<file path="src/rtl/fadd_pkg.sv">
package fadd_pkg;
  localparam int FP_EXP_W = 8;
  localparam int FP_MAN_W = 23;

  typedef enum logic {
    OP_ADD = 1'b0,
    OP_SUB = 1'b1
  } mag_op_e;
endpackage

</file>
<file path="src/rtl/fadd_order.sv">
module fadd_order
  import fadd_pkg::*;
#(
  parameter int EXP_W = FP_EXP_W,
  parameter int MAN_W = FP_MAN_W,
  localparam int FP_W = 1 + EXP_W + MAN_W
) (
  input  logic [FP_W-1:0]  a_i,
  input  logic [FP_W-1:0]  b_i,
  output logic             big_sign_o,
  output logic [EXP_W-1:0] big_exp_o,
  output logic [MAN_W-1:0] big_frac_o,
  output logic [EXP_W-1:0] small_exp_o,
  output logic [MAN_W-1:0] small_frac_o,
  output mag_op_e          op_o
);
  logic            swap;
  logic [FP_W-1:0] big_w, small_w;

  // ties keep a_i as reference
  assign swap    = b_i[FP_W-2:0] > a_i[FP_W-2:0];
  assign big_w   = swap ? b_i : a_i;
  assign small_w = swap ? a_i : b_i;

  assign big_sign_o   = big_w[FP_W-1];
  assign big_exp_o    = big_w[FP_W-2 -: EXP_W];
  assign big_frac_o   = big_w[MAN_W-1:0];
  assign small_exp_o  = small_w[FP_W-2 -: EXP_W];
  assign small_frac_o = small_w[MAN_W-1:0];
  assign op_o         = (a_i[FP_W-1] == b_i[FP_W-1]) ? OP_ADD : OP_SUB;
endmodule

</file>
<file path="src/rtl/fadd_align.sv">
module fadd_align
  import fadd_pkg::*;
#(
  parameter int EXP_W = FP_EXP_W,
  parameter int MAN_W = FP_MAN_W,
  localparam int SUM_W = MAN_W + 9,
  localparam int CAP   = MAN_W + 1,
  localparam int SH_W  = $clog2(CAP + 1)
) (
  input  logic [EXP_W-1:0] big_exp_i,
  input  logic [MAN_W-1:0] big_frac_i,
  input  logic [EXP_W-1:0] small_exp_i,
  input  logic [MAN_W-1:0] small_frac_i,
  input  mag_op_e          op_i,
  output logic [SH_W-1:0]  shift_o,
  output logic [SUM_W-1:0] sum_o
);
  logic [EXP_W-1:0] ediff;
  logic [SUM_W-1:0] man_big, man_small, man_al;

  // reference has the larger exponent, so the difference is non-negative
  assign ediff     = big_exp_i - small_exp_i;
  assign shift_o   = (ediff > EXP_W'(CAP)) ? SH_W'(CAP) : SH_W'(ediff);
  assign man_big   = SUM_W'({1'b1, big_frac_i});
  assign man_small = SUM_W'({1'b1, small_frac_i});
  assign man_al    = man_small >> shift_o;
  assign sum_o     = (op_i == OP_ADD) ? man_big + man_al : man_big - man_al;
endmodule

</file>
<file path="src/rtl/fadd_lzc.sv">
module fadd_lzc #(
  parameter int W = 32,
  localparam int CNT_W = $clog2(W + 1)
) (
  input  logic [W-1:0]     data_i,
  output logic [CNT_W-1:0] cnt_o
);
  // priority encoder; later (higher) set bits override lower ones
  always_comb begin
    cnt_o = CNT_W'(W);
    for (int i = 0; i < W; i++) begin
      if (data_i[i]) cnt_o = CNT_W'(W - 1 - i);
    end
  end
endmodule

</file>
<file path="src/rtl/fadd_norm.sv">
module fadd_norm
  import fadd_pkg::*;
#(
  parameter int EXP_W = FP_EXP_W,
  parameter int MAN_W = FP_MAN_W,
  localparam int SUM_W = MAN_W + 9,
  localparam int CNT_W = $clog2(SUM_W + 1),
  localparam int TGT   = SUM_W - MAN_W - 1,
  localparam int EXX_W = EXP_W + 2,
  localparam int FP_W  = 1 + EXP_W + MAN_W
) (
  input  logic [SUM_W-1:0]     sum_i,
  input  logic [CNT_W-1:0]     clz_i,
  input  logic [EXP_W-1:0]     exp_i,
  input  logic                 sign_i,
  output logic [SUM_W-MAN_W-1:0] lead_o,
  output logic [FP_W-1:0]      res_o
);
  logic [CNT_W-1:0] rsh, lsh;
  logic [SUM_W-1:0] man_n;
  logic [EXX_W-1:0] exp_x;

  assign rsh = CNT_W'(TGT) - clz_i;
  assign lsh = clz_i - CNT_W'(TGT);

  always_comb begin
    if (sum_i == '0) begin
      man_n = '0;
      exp_x = '0;
      res_o = '0;
    end else begin
      if (clz_i <= CNT_W'(TGT)) begin
        man_n = sum_i >> rsh;
        exp_x = EXX_W'(exp_i) + EXX_W'(rsh);
      end else begin
        man_n = sum_i << lsh;
        exp_x = EXX_W'(exp_i) - EXX_W'(lsh);
      end
      // exponent wraps modulo 2^EXP_W, fraction truncated
      res_o = {sign_i, exp_x[EXP_W-1:0], man_n[MAN_W-1:0]};
    end
  end

  assign lead_o = man_n[SUM_W-1:MAN_W];
endmodule

</file>
<file path="src/rtl/fadd_simple.sv">
module fadd_simple
  import fadd_pkg::*;
#(
  parameter int EXP_W   = FP_EXP_W,
  parameter int MAN_W   = FP_MAN_W,
  parameter bit OUT_REG = 1'b1,
  localparam int FP_W  = 1 + EXP_W + MAN_W,
  localparam int SUM_W = MAN_W + 9,
  localparam int CAP   = MAN_W + 1,
  localparam int SH_W  = $clog2(CAP + 1),
  localparam int CNT_W = $clog2(SUM_W + 1)
) (
  input  logic            clk_i,
  input  logic            rst_ni,
  input  logic            valid_i,
  input  logic [FP_W-1:0] a_i,
  input  logic [FP_W-1:0] b_i,
  output logic            valid_o,
  output logic [FP_W-1:0] sum_o
);
  logic             big_sign;
  logic [EXP_W-1:0] big_exp, small_exp;
  logic [MAN_W-1:0] big_frac, small_frac;
  mag_op_e          op;
  logic [SH_W-1:0]  shift;
  logic [SUM_W-1:0] raw_sum;
  logic [CNT_W-1:0] clz;
  logic [SUM_W-MAN_W-1:0] lead;
  logic [FP_W-1:0]  res_c;

  fadd_order #(.EXP_W(EXP_W), .MAN_W(MAN_W)) u_order (
    .a_i(a_i), .b_i(b_i),
    .big_sign_o(big_sign), .big_exp_o(big_exp), .big_frac_o(big_frac),
    .small_exp_o(small_exp), .small_frac_o(small_frac), .op_o(op)
  );

  fadd_align #(.EXP_W(EXP_W), .MAN_W(MAN_W)) u_align (
    .big_exp_i(big_exp), .big_frac_i(big_frac),
    .small_exp_i(small_exp), .small_frac_i(small_frac),
    .op_i(op), .shift_o(shift), .sum_o(raw_sum)
  );

  fadd_lzc #(.W(SUM_W)) u_lzc (
    .data_i(raw_sum), .cnt_o(clz)
  );

  fadd_norm #(.EXP_W(EXP_W), .MAN_W(MAN_W)) u_norm (
    .sum_i(raw_sum), .clz_i(clz), .exp_i(big_exp), .sign_i(big_sign),
    .lead_o(lead), .res_o(res_c)
  );

  if (OUT_REG) begin : g_reg
    always_ff @(posedge clk_i or negedge rst_ni) begin
      if (!rst_ni) begin
        valid_o <= 1'b0;
        sum_o   <= '0;
      end else begin
        valid_o <= valid_i;
        if (valid_i) sum_o <= res_c;
      end
    end


    vld_lat_chk: assert property (@(posedge clk_i) disable iff (!rst_ni)
      valid_i |=> valid_o);

    vld_low_chk: assert property (@(posedge clk_i) disable iff (!rst_ni)
      !valid_i |=> !valid_o);

    hold_chk: assert property (@(posedge clk_i) disable iff (!rst_ni)
      !valid_i |=> $stable(sum_o));

    load_chk: assert property (@(posedge clk_i) disable iff (!rst_ni)
      valid_i |=> (sum_o == $past(res_c)));
  end else begin : g_comb
    assign valid_o = valid_i;
    assign sum_o   = res_c;


    comb_chk: assert property (@(posedge clk_i) disable iff (!rst_ni)
      valid_o == valid_i);
  end


  order_chk: assert property (@(posedge clk_i) disable iff (!rst_ni)
    {big_exp, big_frac} >= {small_exp, small_frac});

  align_cap_chk: assert property (@(posedge clk_i) disable iff (!rst_ni)
    shift <= SH_W'(CAP));

  norm_lead_chk: assert property (@(posedge clk_i) disable iff (!rst_ni)
    (raw_sum != '0) |-> (lead == 1));

  sign_chk: assert property (@(posedge clk_i) disable iff (!rst_ni)
    (raw_sum != '0) |-> (res_c[FP_W-1] == big_sign));

  zero_res_chk: assert property (@(posedge clk_i) disable iff (!rst_ni)
    (raw_sum == '0) |-> (res_c == '0));
endmodule

</file>
<file path="config.mk">
export PLATFORM = sky130hd
export DESIGN_NAME = fadd_simple
export DESIGN_NICKNAME = d
export VERILOG_FILES = /design/src/rtl/fadd_pkg.sv /design/src/rtl/fadd_order.sv /design/src/rtl/fadd_align.sv /design/src/rtl/fadd_lzc.sv /design/src/rtl/fadd_norm.sv /design/src/rtl/fadd_simple.sv
export SDC_FILE = /design/constraint.sdc
export NUM_CORES = 1
export LEC_CHECK = 0
export BUFFER_PORTS_ARGS = -buffer_cell sky130_fd_sc_hd__buf_2
export CORE_MARGIN = 10
export CORE_UTILIZATION = 40
export DETAILED_ROUTE_END_ITERATION = 7
export HOLD_SLACK_MARGIN = 0.12
export PLACE_DENSITY = 0.67
export SLEW_MARGIN = 10
export SYNTH_ARGS = -nofsm -noshare
export SYNTH_HDL_FRONTEND = slang
export SYNTH_SLANG_ARGS = --single-unit
</file>
<file path="constraint.sdc">
create_clock -name clk_i -period 1.1 [get_ports clk_i]
set_input_delay 0.055 -clock clk_i [delete_from_list [all_inputs] [get_ports clk_i]]
set_output_delay 0.055 -clock clk_i [all_outputs]
set_load 0.1 [all_outputs]
</file>
* Word-level counts from Yosys, hierarchy flattened
Index checks and enable logic that the tools add are counted.
** Storage, ports and cells
- Input bits :: 67
- Word-level logic and storage cells :: 56
- Register bits :: 33
** Cells by class
- Reductions and logical operators :: 1
- Order comparisons :: 3
- Add/subtract/negate cells :: 7
- Mux-type cells :: 39
- Shifts and indexed selects :: 3
- Equal/unequal tests :: 1
** Operators with widths (number)
- $mux W6 :: 32
- $mux W32 :: 3
- $add A24 B32 Y32 :: 1
- $logic_not A32 Y1 :: 1
- $shl A32 B6 Y23 :: 1
- $shr A24 B5 Y32 :: 1
- $shr A32 B6 Y23 :: 1
- $sub A24 B32 Y32 :: 1
- $gt A31 B31 Y1 :: 1
- $mux W31 :: 1
- $mux W23 :: 1
- $add A8 B6 Y8 :: 1
- $gt A8 B5 Y1 const B :: 1
- $mux W8 :: 1
- $sub A8 B6 Y8 :: 1
- $sub A8 B8 Y8 :: 1
- $le A6 B4 Y1 const B :: 1
- $sub A4 B6 Y6 const A :: 1
- $sub A6 B4 Y6 const B :: 1
- $mux W5 :: 1
- $eq A1 B1 Y1 :: 1

* Logic depth before layout (Yosys ltp)
Gate-level depths: netlist of run 1.
- Depth after elaboration :: 44
- Depth in mapped cells :: 67

* By module
Synthesis of run 1 repeated with hierarchy kept, for this count alone.
** Second synthesis, totals
- Cells, all modules :: 1420
- Area, all modules :: 11083.1 µm²
** Modules (own cells, without submodules)
- fadd_align :: cells each 569, seq. area each 0.0 µm², times used 1, area an instance 3862.5 µm²
- fadd_norm :: cells each 535, seq. area each 0.0 µm², times used 1, area an instance 3848.7 µm²
- fadd_order :: cells each 182, seq. area each 0.0 µm², times used 1, area an instance 1634.1 µm²
- fadd_simple :: cells each 69, seq. area each 825.8 µm², times used 1, area an instance 1370.1 µm²
- fadd_lzc :: cells each 65, seq. area each 0.0 µm², times used 1, area an instance 367.9 µm²

* Worst setup path after synthesis of run 1
OpenSTA, ideal clock, no wires.
- Path type :: input -> register
- Start :: input a_i[18]
- End :: register sum_o[30]
- Arrival time :: 12944 ps
- Cell stages on the path :: 63
- Path slack :: -11975 ps
- Path through :: inv_1 > ha_1 > nand4_1 > or4_4 > and4bb_1 > nor2_1 > nand2_4 > clkbuf_1 > buf_2 > buf_2 > buf_1 > clkbuf_1 > mux2i_1 > ha_1 > nand4b_1 > o31ai_1 > a221o_1 > or3_1 > (+27 left out) > inv_4 > buf_4 > buf_2 > buf_2 > ha_1 > inv_1 > xnor2_1 > inv_2 > clkbuf_1 > ha_1 > a21o_1 > a21o_1 > a21oi_1 > o21bai_1 > a21oi_1 > xor2_1 > xnor2_1 > o2bb2ai_1
** On the way
- Longest elaborated chain between the ends :: 44
- Elaborated cells between the ends (all ways) :: 50
- Classes of those cells :: add/sub: 7; order compare: 3; shift: 1; mux: 38; reduce/logical: 1
** Ends and longest elaborated chain
- start: declaration :: line fadd_simple.sv:16 : input logic [FP_W-1:0] a_i,
- $gt A31 B31 Y1 :: line fadd_order.sv:21 : assign swap = b_i[FP_W-2:0] > a_i[FP_W-2:0];
- $mux W32 or $mux W31 (tied branches) :: line fadd_order.sv:22, fadd_order.sv:23
- $sub A8 B8 Y8 :: line fadd_align.sv:22 : assign ediff = big_exp_i - small_exp_i;
- $gt A8 B5 Y1 :: line fadd_align.sv:23 : assign shift_o = (ediff > EXP_W'(CAP)) ? SH_W'(CAP) : SH_W'(ediff);
- $mux W5 :: line fadd_align.sv:23
- $shr A24 B5 Y32 :: line fadd_align.sv:26 : assign man_al = man_small >> shift_o;
- $sub A24 B32 Y32 or $add A24 B32 Y32 (tied branches) :: line fadd_align.sv:27 : assign sum_o = (op_i == OP_ADD) ? man_big + man_al : man_big - man_al;
- $mux W32 :: line fadd_align.sv:27
- $mux W6 (32 in a row) :: line fadd_lzc.sv:12 : if (data_i[i]) cnt_o = CNT_W'(W - 1 - i);
- $sub A6 B4 Y6 or $sub A4 B6 Y6 (tied branches) :: line fadd_norm.sv:24, fadd_norm.sv:23
- $sub A8 B6 Y8 or $add A8 B6 Y8 (tied branches) :: line fadd_norm.sv:37, fadd_norm.sv:34
- $mux W8 :: line fadd_norm.sv:32 : if (clz_i <= CNT_W'(TGT)) begin
- $mux W32 * :: line fadd_norm.sv:27 : if (sum_i == '0) begin
- end signal: assignment :: line fadd_simple.sv:59 : if (valid_i) sum_o <= res_c;
- end: declaration :: line fadd_simple.sv:19 : output logic [FP_W-1:0] sum_o
Mark *: on every way between the ends. The rest lies on a longest branch, timed or not.
A chain may end at the register's enable or synchronous reset.

* Worst setup path after layout of run 1
- Start :: input b_i[14]
- End :: register sum_o[30]
** On the way
- Longest elaborated chain between the ends :: 44
- Elaborated cells between the ends (all ways) :: 50
- Classes of those cells :: add/sub: 7; order compare: 3; shift: 1; mux: 38; reduce/logical: 1
** Ends and longest elaborated chain
- start: declaration :: line fadd_simple.sv:17 : input logic [FP_W-1:0] b_i,
- $gt A31 B31 Y1 :: line fadd_order.sv:21
- $mux W32 or $mux W31 (tied branches) :: line fadd_order.sv:22, fadd_order.sv:23
- $sub A8 B8 Y8 :: line fadd_align.sv:22
- $gt A8 B5 Y1 :: line fadd_align.sv:23
- $mux W5 :: line fadd_align.sv:23
- $shr A24 B5 Y32 :: line fadd_align.sv:26
- $sub A24 B32 Y32 or $add A24 B32 Y32 (tied branches) :: line fadd_align.sv:27
- $mux W32 :: line fadd_align.sv:27
- $mux W6 (32 in a row) :: line fadd_lzc.sv:12
- $sub A6 B4 Y6 or $sub A4 B6 Y6 (tied branches) :: line fadd_norm.sv:24, fadd_norm.sv:23
- $sub A8 B6 Y8 or $add A8 B6 Y8 (tied branches) :: line fadd_norm.sv:37, fadd_norm.sv:34
- $mux W8 :: line fadd_norm.sv:32
- $mux W32 * :: line fadd_norm.sv:27
Marks and branches as above.

==> reports/results.txt, run 1 <==
Outcome = finished, violations left
Failing checks = setup timing
# rows = 59
DRT iter0 DRCs = 1617
Clock latency on the worst-skew pair = 280 ps
Total gr overflow = 0
Syn_nets = 1598
CTS Sinks = 33
Vias = 15450
Proportion of layout cells with a drive suffix above 1 = 51.68%
Setup violators final = 32
Clock skew = 0 ps
Hold Slack = 197.3 ps
# diodes = 0
First-pass GRT wire length = 82.23 mm
Post-Syn Area = 10670 µm²
Fmax = 0.09802 GHz
# IOs = 100
Cell count after placement = 2415
Setup ws final = -9102 ps
Flop2flop setup slack = -40 ps
CP Launch Type = input port
Clk slew on worst S/H paths = 50 ps
Worst-Margin Slew = 733.2 ps
Synth-to-layout area growth = 76.96%
Gr usage total = 30.42%
Hold Path Depth = 3
GPL Wtd Cong = 1.103
Final period utilization = 927.5%
Die area = 33600 µm²
Number of flops mapped to enable cells by yosys = 0
HP Class = input port to flop
# DRC = 0
CTS tree = done
Total Wirelength = 55.83 mm
Slew HR = 51.12%
Crit-path slowest cell = or4_4
Chip width = 183.3 µm
Cell count after synthesis = 1462
Max incr delay on CP = 550 ps
Unrepaired setup endpoints after global routing = true
Filler cell count = 1929
WL per Instance = 22.31 µm
Max-slew violation count = 0
Post-synth cell types = 106
Initial DRT Pass Iterations = 6
Max_cap viols = 0
Total number of H-tree levels = 2
Clk buf depth = 2
Clk root buf = clkbuf_16
CTS buffer count = 5
CP endpoint kind = flop
Synth Register Bits = 33
IO Port Bufs = 99
Post-layout min period = 10200 ps
R2R cell count = 4
YS warnings = 0
Worst Setup Path Type = input port to flop
Final antenna-violating net count = 0
Largest net degree at the start of global routing = 69
Fin. Hold Viols = 0
Initial core utilization = 40.82%
Sequential area share after synthesis = 7.741%
CP Data Required Time = 1260 ps
Placeable Area = 26130 µm²
Worst-path fanout max = 5
Detailed Place HPWL = 43.51 mm
Ys async rst share = 100.0%
Final Instance Count excl. Fillers = 2502
Initial antenna violation count = 0
Top FF cell, synth = dfrtp_1
Synth Area per Inst = 7.297 µm²
Worst Path Arrival = 10360 ps
Nets = 2302
Routed vias/inst = 6.176
Vias in the first global route = 14870
Die Ht = 183.3 µm
==> synthesized netlist by cell type (15+ instances only) <==
master	count	area, µm²
nand2_1	149	559.3
a21oi_1	137	685.7
nor2_1	104	390.4
o21ai_0	68	340.3
ha_1	67	838.3
mux2i_1	62	620.6
inv_1	60	225.2
clkbuf_1	57	214.0
nor3_1	53	265.3
nand3_1	47	235.2
mux2_2	43	484.2
xnor2_1	35	306.5
dfrtp_1	33	825.8
a211oi_1	30	225.2
xor2_1	25	219.0
a21o_1	24	180.2
o211ai_1	24	180.2
and2_1	23	143.9
and3_1	23	143.9
mux4_2	23	518.0
a31oi_1	19	118.9
buf_2	19	95.09
nand4_1	17	106.4
o31ai_1	16	120.1
nor2b_1	15	93.84
==> metrics by stage <==
stage | instance area (µm²) | TNS, ps | utilization, % | worst slack [ps]
finish | 18880 | -280360 | 72.24 | -9102
floorplan | 11270 | -297730 | - | -9900
CTS | 17990 | -272990 | 68.83 | -8813
global route | 18880 | -290990 | 72.24 | -9476
global placement | 16740 | -283560 | 64.06 | -9158
detailed placement | 16740 | -290460 | 64.06 | -9389
==> timing repair <==
item / in CTS / in global routing
cloned: 0 / 1
buffers inserted: 44 / 47
resized for setup: 155 / 141
setup endpoints to repair: 32 / 32
hold buffers: 2 / 0
hold endpoints to repair: 34 / 0
pin swaps: 70 / 95
==> layout by cell type (no fill, tap or decap), types with 44 or more instances in the layout <==
| cell | synthesis | layout |
|---|---|---|
| a21oi_1 | 137 | 110 |
| buf_12 | 0 | 47 |
| buf_2 | 19 | 44 |
| buf_4 | 4 | 642 |
| buf_6 | 5 | 47 |
| mux2i_1 | 62 | 56 |
| nand2_1 | 149 | 135 |
| nor2_1 | 104 | 86 |
| nor3_1 | 53 | 48 |
| o21ai_0 | 68 | 46 |
==> logic make-up (layout without fill, tap and decap cells) <==
group | after synthesis | after routing | share of synthesized area (%)
compound gates | 501 | 501 | 33.18
simple gates | 510 | 510 | 23.94
xor+xnor | 61 | 61 | 5.079
flops | 33 | 33 | 7.741
mux | 131 | 131 | 15.56
buf+inv | 157 | 862 | 6.263
fa+ha+maj | 69 | 69 | 8.234
==> flip-flops by register name, summed over array words and instances, names as in the netlist <==
| signal | flops |
|---|---|
| sum_o | 32 |
| valid_o | 1 |
==> worst max-delay path: cells and delay by family <==
| kind | cells | cell delay (ps) |
|---|---|---|
| AO/OA/AOI/OAI | 23 | 4180 |
| buffers and inverters | 10 | 1220 |
| XOR/XNOR | 5 | 810 |
| AND/OR/NAND/NOR | 12 | 2690 |
| multiplexers | 1 | 210 |
| adder cells (fa/ha/maj) | 5 | 1190 |
==> area by class of cell <==
type | count | area, µm² | area share (%)
inverter | 65 | 296.5 | 1.571
multi-input combinational | 1272 | 10530 | 55.77
clock inverter | 1 | 30.03 | 0.1591
sequential | 33 | 825.8 | 4.374
tap | 335 | 419.2 | 2.220
timing repair buffer | 789 | 6635 | 35.15
clock buffer | 7 | 142.6 | 0.7556
==> metal layers <==
layer  routed length (µm)  up-vias  track usage (%)
li1                     -     7020                -
met1                21690     7356            36.88
met2                26210      883            51.71
met3                 4303      193            2.964
met4                 3628        0            17.28
met5                    0        -                0
==> path summary, 6_finish.rpt <==
kind,from,to
min reg2reg,sum_o[24],sum_o[24]
min in group asynchronous,rst_ni,sum_o[23]
max,b_i[14],sum_o[30]
max in group asynchronous,rst_ni,sum_o[3]
max reg2reg,sum_o[19],sum_o[19]
min,valid_i,sum_o[18]
Power of run 1 is not shown: default switching activity piles up to over one toggle a cycle in this logic, so the estimate is an artifact.
==> run 2: changes to the inputs <==
--- a/config.mk
+++ b/config.mk
@@ -10,7 +10,8 @@
 export CORE_UTILIZATION = 40
 export DETAILED_ROUTE_END_ITERATION = 7
 export HOLD_SLACK_MARGIN = 0.12
-export PLACE_DENSITY = 0.67
+export PLACE_DENSITY = 0.65
+export SKIP_LAST_GASP = 1
 export SLEW_MARGIN = 10
 export SYNTH_ARGS = -nofsm -noshare
 export SYNTH_HDL_FRONTEND = slang
==> constraint.sdc (replaced) <==
create_clock -name clk_i -period 12.9 [get_ports clk_i]
set_input_delay 0.645 -clock clk_i [delete_from_list [all_inputs] [get_ports clk_i]]
set_output_delay 0.645 -clock clk_i [all_outputs]
set_load 0.1 [all_outputs]
==> reports/results.txt, run 2 (synthesis gave the netlist of run 1 again) <==
# IOs = 100 (unchanged)
Unrepaired setup endpoints after global routing = false (was true)
Detailed Place HPWL = 36.14 mm (was 43.51 mm)
# DRC = 0 (unchanged)
CTS tree = done (unchanged)
Most common cell on crit path = nor2_1
Initial DRT Pass Iterations = 6 (unchanged)
Commonest non-fill, non-tap cell in the layout = nand2_1 (was buf_4)
CP Launch Type = input port (unchanged)
DRT iter0 DRCs = 1540 (was 1617)
IO Port Bufs = 99 (unchanged)
Max incr delay on CP = 740 ps (was 550 ps)
CP Data Required Time = 13040 ps (was 1260 ps)
Largest registers = sum_o: 32 flops, valid_o: 1 flops (unchanged)
HP Class = input port to asynchronous set/reset pin (was input port to flop)
Worst Setup Path Type = input port to flop (unchanged)
Clk buf depth = 2 (unchanged)
Worst Path Arrival = 12210 ps (was 10360 ps)
Clk slew on worst S/H paths = 50 ps (about the same)
Setup TNS = 0 ps (was -280360 ps)
Largest net degree at the start of global routing = 78 (was 69)
First-pass GRT wire length = 69.89 mm (was 82.23 mm)
Clk root buf = clkbuf_16 (unchanged)
Clock skew = 0 ps (unchanged)
Initial antenna violation count = 0 (unchanged)
Setup violators final = 0 (was 32)
Post-layout min period = 12070 ps
CTS Sinks = 33 (unchanged)
Max_cap viols = 0 (unchanged)
Outcome = finished, final reports clean (was finished, violations left)
Reg with most FFs = sum_o (unchanged)
Chip width = 183.3 µm (unchanged)
Synth-to-layout area growth = 10.34% (was 76.96%)
Initial core utilization = 40.82% (unchanged)
Worst-Margin Slew = 971.8 ps (was 733.2 ps)
Vias in the first global route = 11740 (was 14870)
Total number of H-tree levels = 2 (unchanged)
Die Ht = 183.3 µm (unchanged)
CTS buffer count = 5 (unchanged)
WL per Instance = 24.09 µm (was 22.31 µm)
Die area = 33600 µm² (unchanged)
Proportion of layout cells with a drive suffix above 1 = 18.51% (was 51.68%)
Nets = 1665 (was 2302)
Max reg flops = 32 (unchanged)
Filler cell count = 2733 (was 1929)
Worst-path fanout max = 77 (was 5)
Commonest cells after routing, fill and taps aside = nand2_1, a21oi_1, nor2_1, buf_2, o21ai_0 (was buf_4, nand2_1, a21oi_1, nor2_1, mux2i_1)
Total gr overflow = 0 (unchanged)
# diodes = 0 (unchanged)
Post-CTS Hold Buffers = 0 (was 2)
Final antenna-violating net count = 0 (unchanged)
Fin. Hold Viols = 0 (unchanged)
Placeable Area = 26130 µm² (unchanged)
GPL Wtd Cong = 1.024 (was 1.103)
Final period utilization = 93.58%
# rows = 59 (unchanged)
Crit-path slowest cell = nor2_1 (was or4_4)
CP endpoint kind = flop (unchanged)
Gr usage total = 25.71% (was 30.42%)
Total Wirelength = 44.90 mm (was 55.83 mm)
Vias = 12500 (was 15450)
Slew HR = 33.54% (was 51.12%)
Clock latency on the worst-skew pair = 270 ps (was 280 ps)
Max-slew violation count = 0 (unchanged)
Routed vias/inst = 6.707 (was 6.176)
Fmax = 0.08284 GHz
run 2: final cells by class:
cell class	instances	area, µm²	share of cell area, %
repair buffers	152	897.1	7.621
inverters	65	246.5	2.094
clock buffers	7	142.6	1.212
flip-flops and latches	33	825.8	7.015
multi-input cells	1272	9240	78.50
well taps	335	419.2	3.561
run 2: critical path: cells and delay by family:
family                   cells  cell delay (ps)
adder cells (fa/ha/maj)      4             1290
XOR/XNOR                     4              640
AO/OA/AOI/OAI               19             4190
buffers and inverters        7             1120
multiplexers                 1              450
AND/OR/NAND/NOR             15             3800
run 2: per-layer routing:
metal	vias up	wire (µm)	global-route usage [%]
li1	5742	-	-
met1	5941	18640	33.54
met2	689	20090	41.03
met3	130	3474	2.352
met4	0	2693	14.20
met5	-	0	0
run 2: through the flow:
| stage | setup WS (ps) | hold WS (ps) | util (%) | std cells | cell area [µm²] |
|---|---|---|---|---|---|
| 2_1_floorplan | 17.47 | 349.4 | - | 1462 | 10710 |
| 6_report | 828.4 | 429.5 | 45.04 | 1864 | 11770 |
| 3_5_place_dp | 392.9 | 464.1 | 44.36 | 1856 | 11590 |
| 4_1_cts | 643.6 | 459.7 | 44.91 | 1863 | 11740 |
| 3_3_place_gp | 484.0 | 463.7 | 44.36 | 1856 | 11590 |
| 5_1_grt | 16.88 | 500.9 | 45.04 | 1864 | 11770 |
run 2: path summary, 6_finish.rpt:
check                          start         to  slack (ps)  cells after the start
setup / recovery             a_i[16]  sum_o[30]         830                     50
hold / removal                rst_ni  sum_o[24]         430                      1
setup reg to reg           sum_o[19]  sum_o[19]       11690                      4
hold reg to reg            sum_o[31]  sum_o[31]         470                      2
max in group asynchronous     rst_ni  sum_o[13]       12010                      1
min in group clk_i         sum_o[31]  sum_o[31]         470                      2
run 2: repair_timing:
action,CTS,global route
setup buffers,0,1
setup endpoints to repair,0,4
gates resized for setup,0,6
Power of run 2 is left out for the same reason.
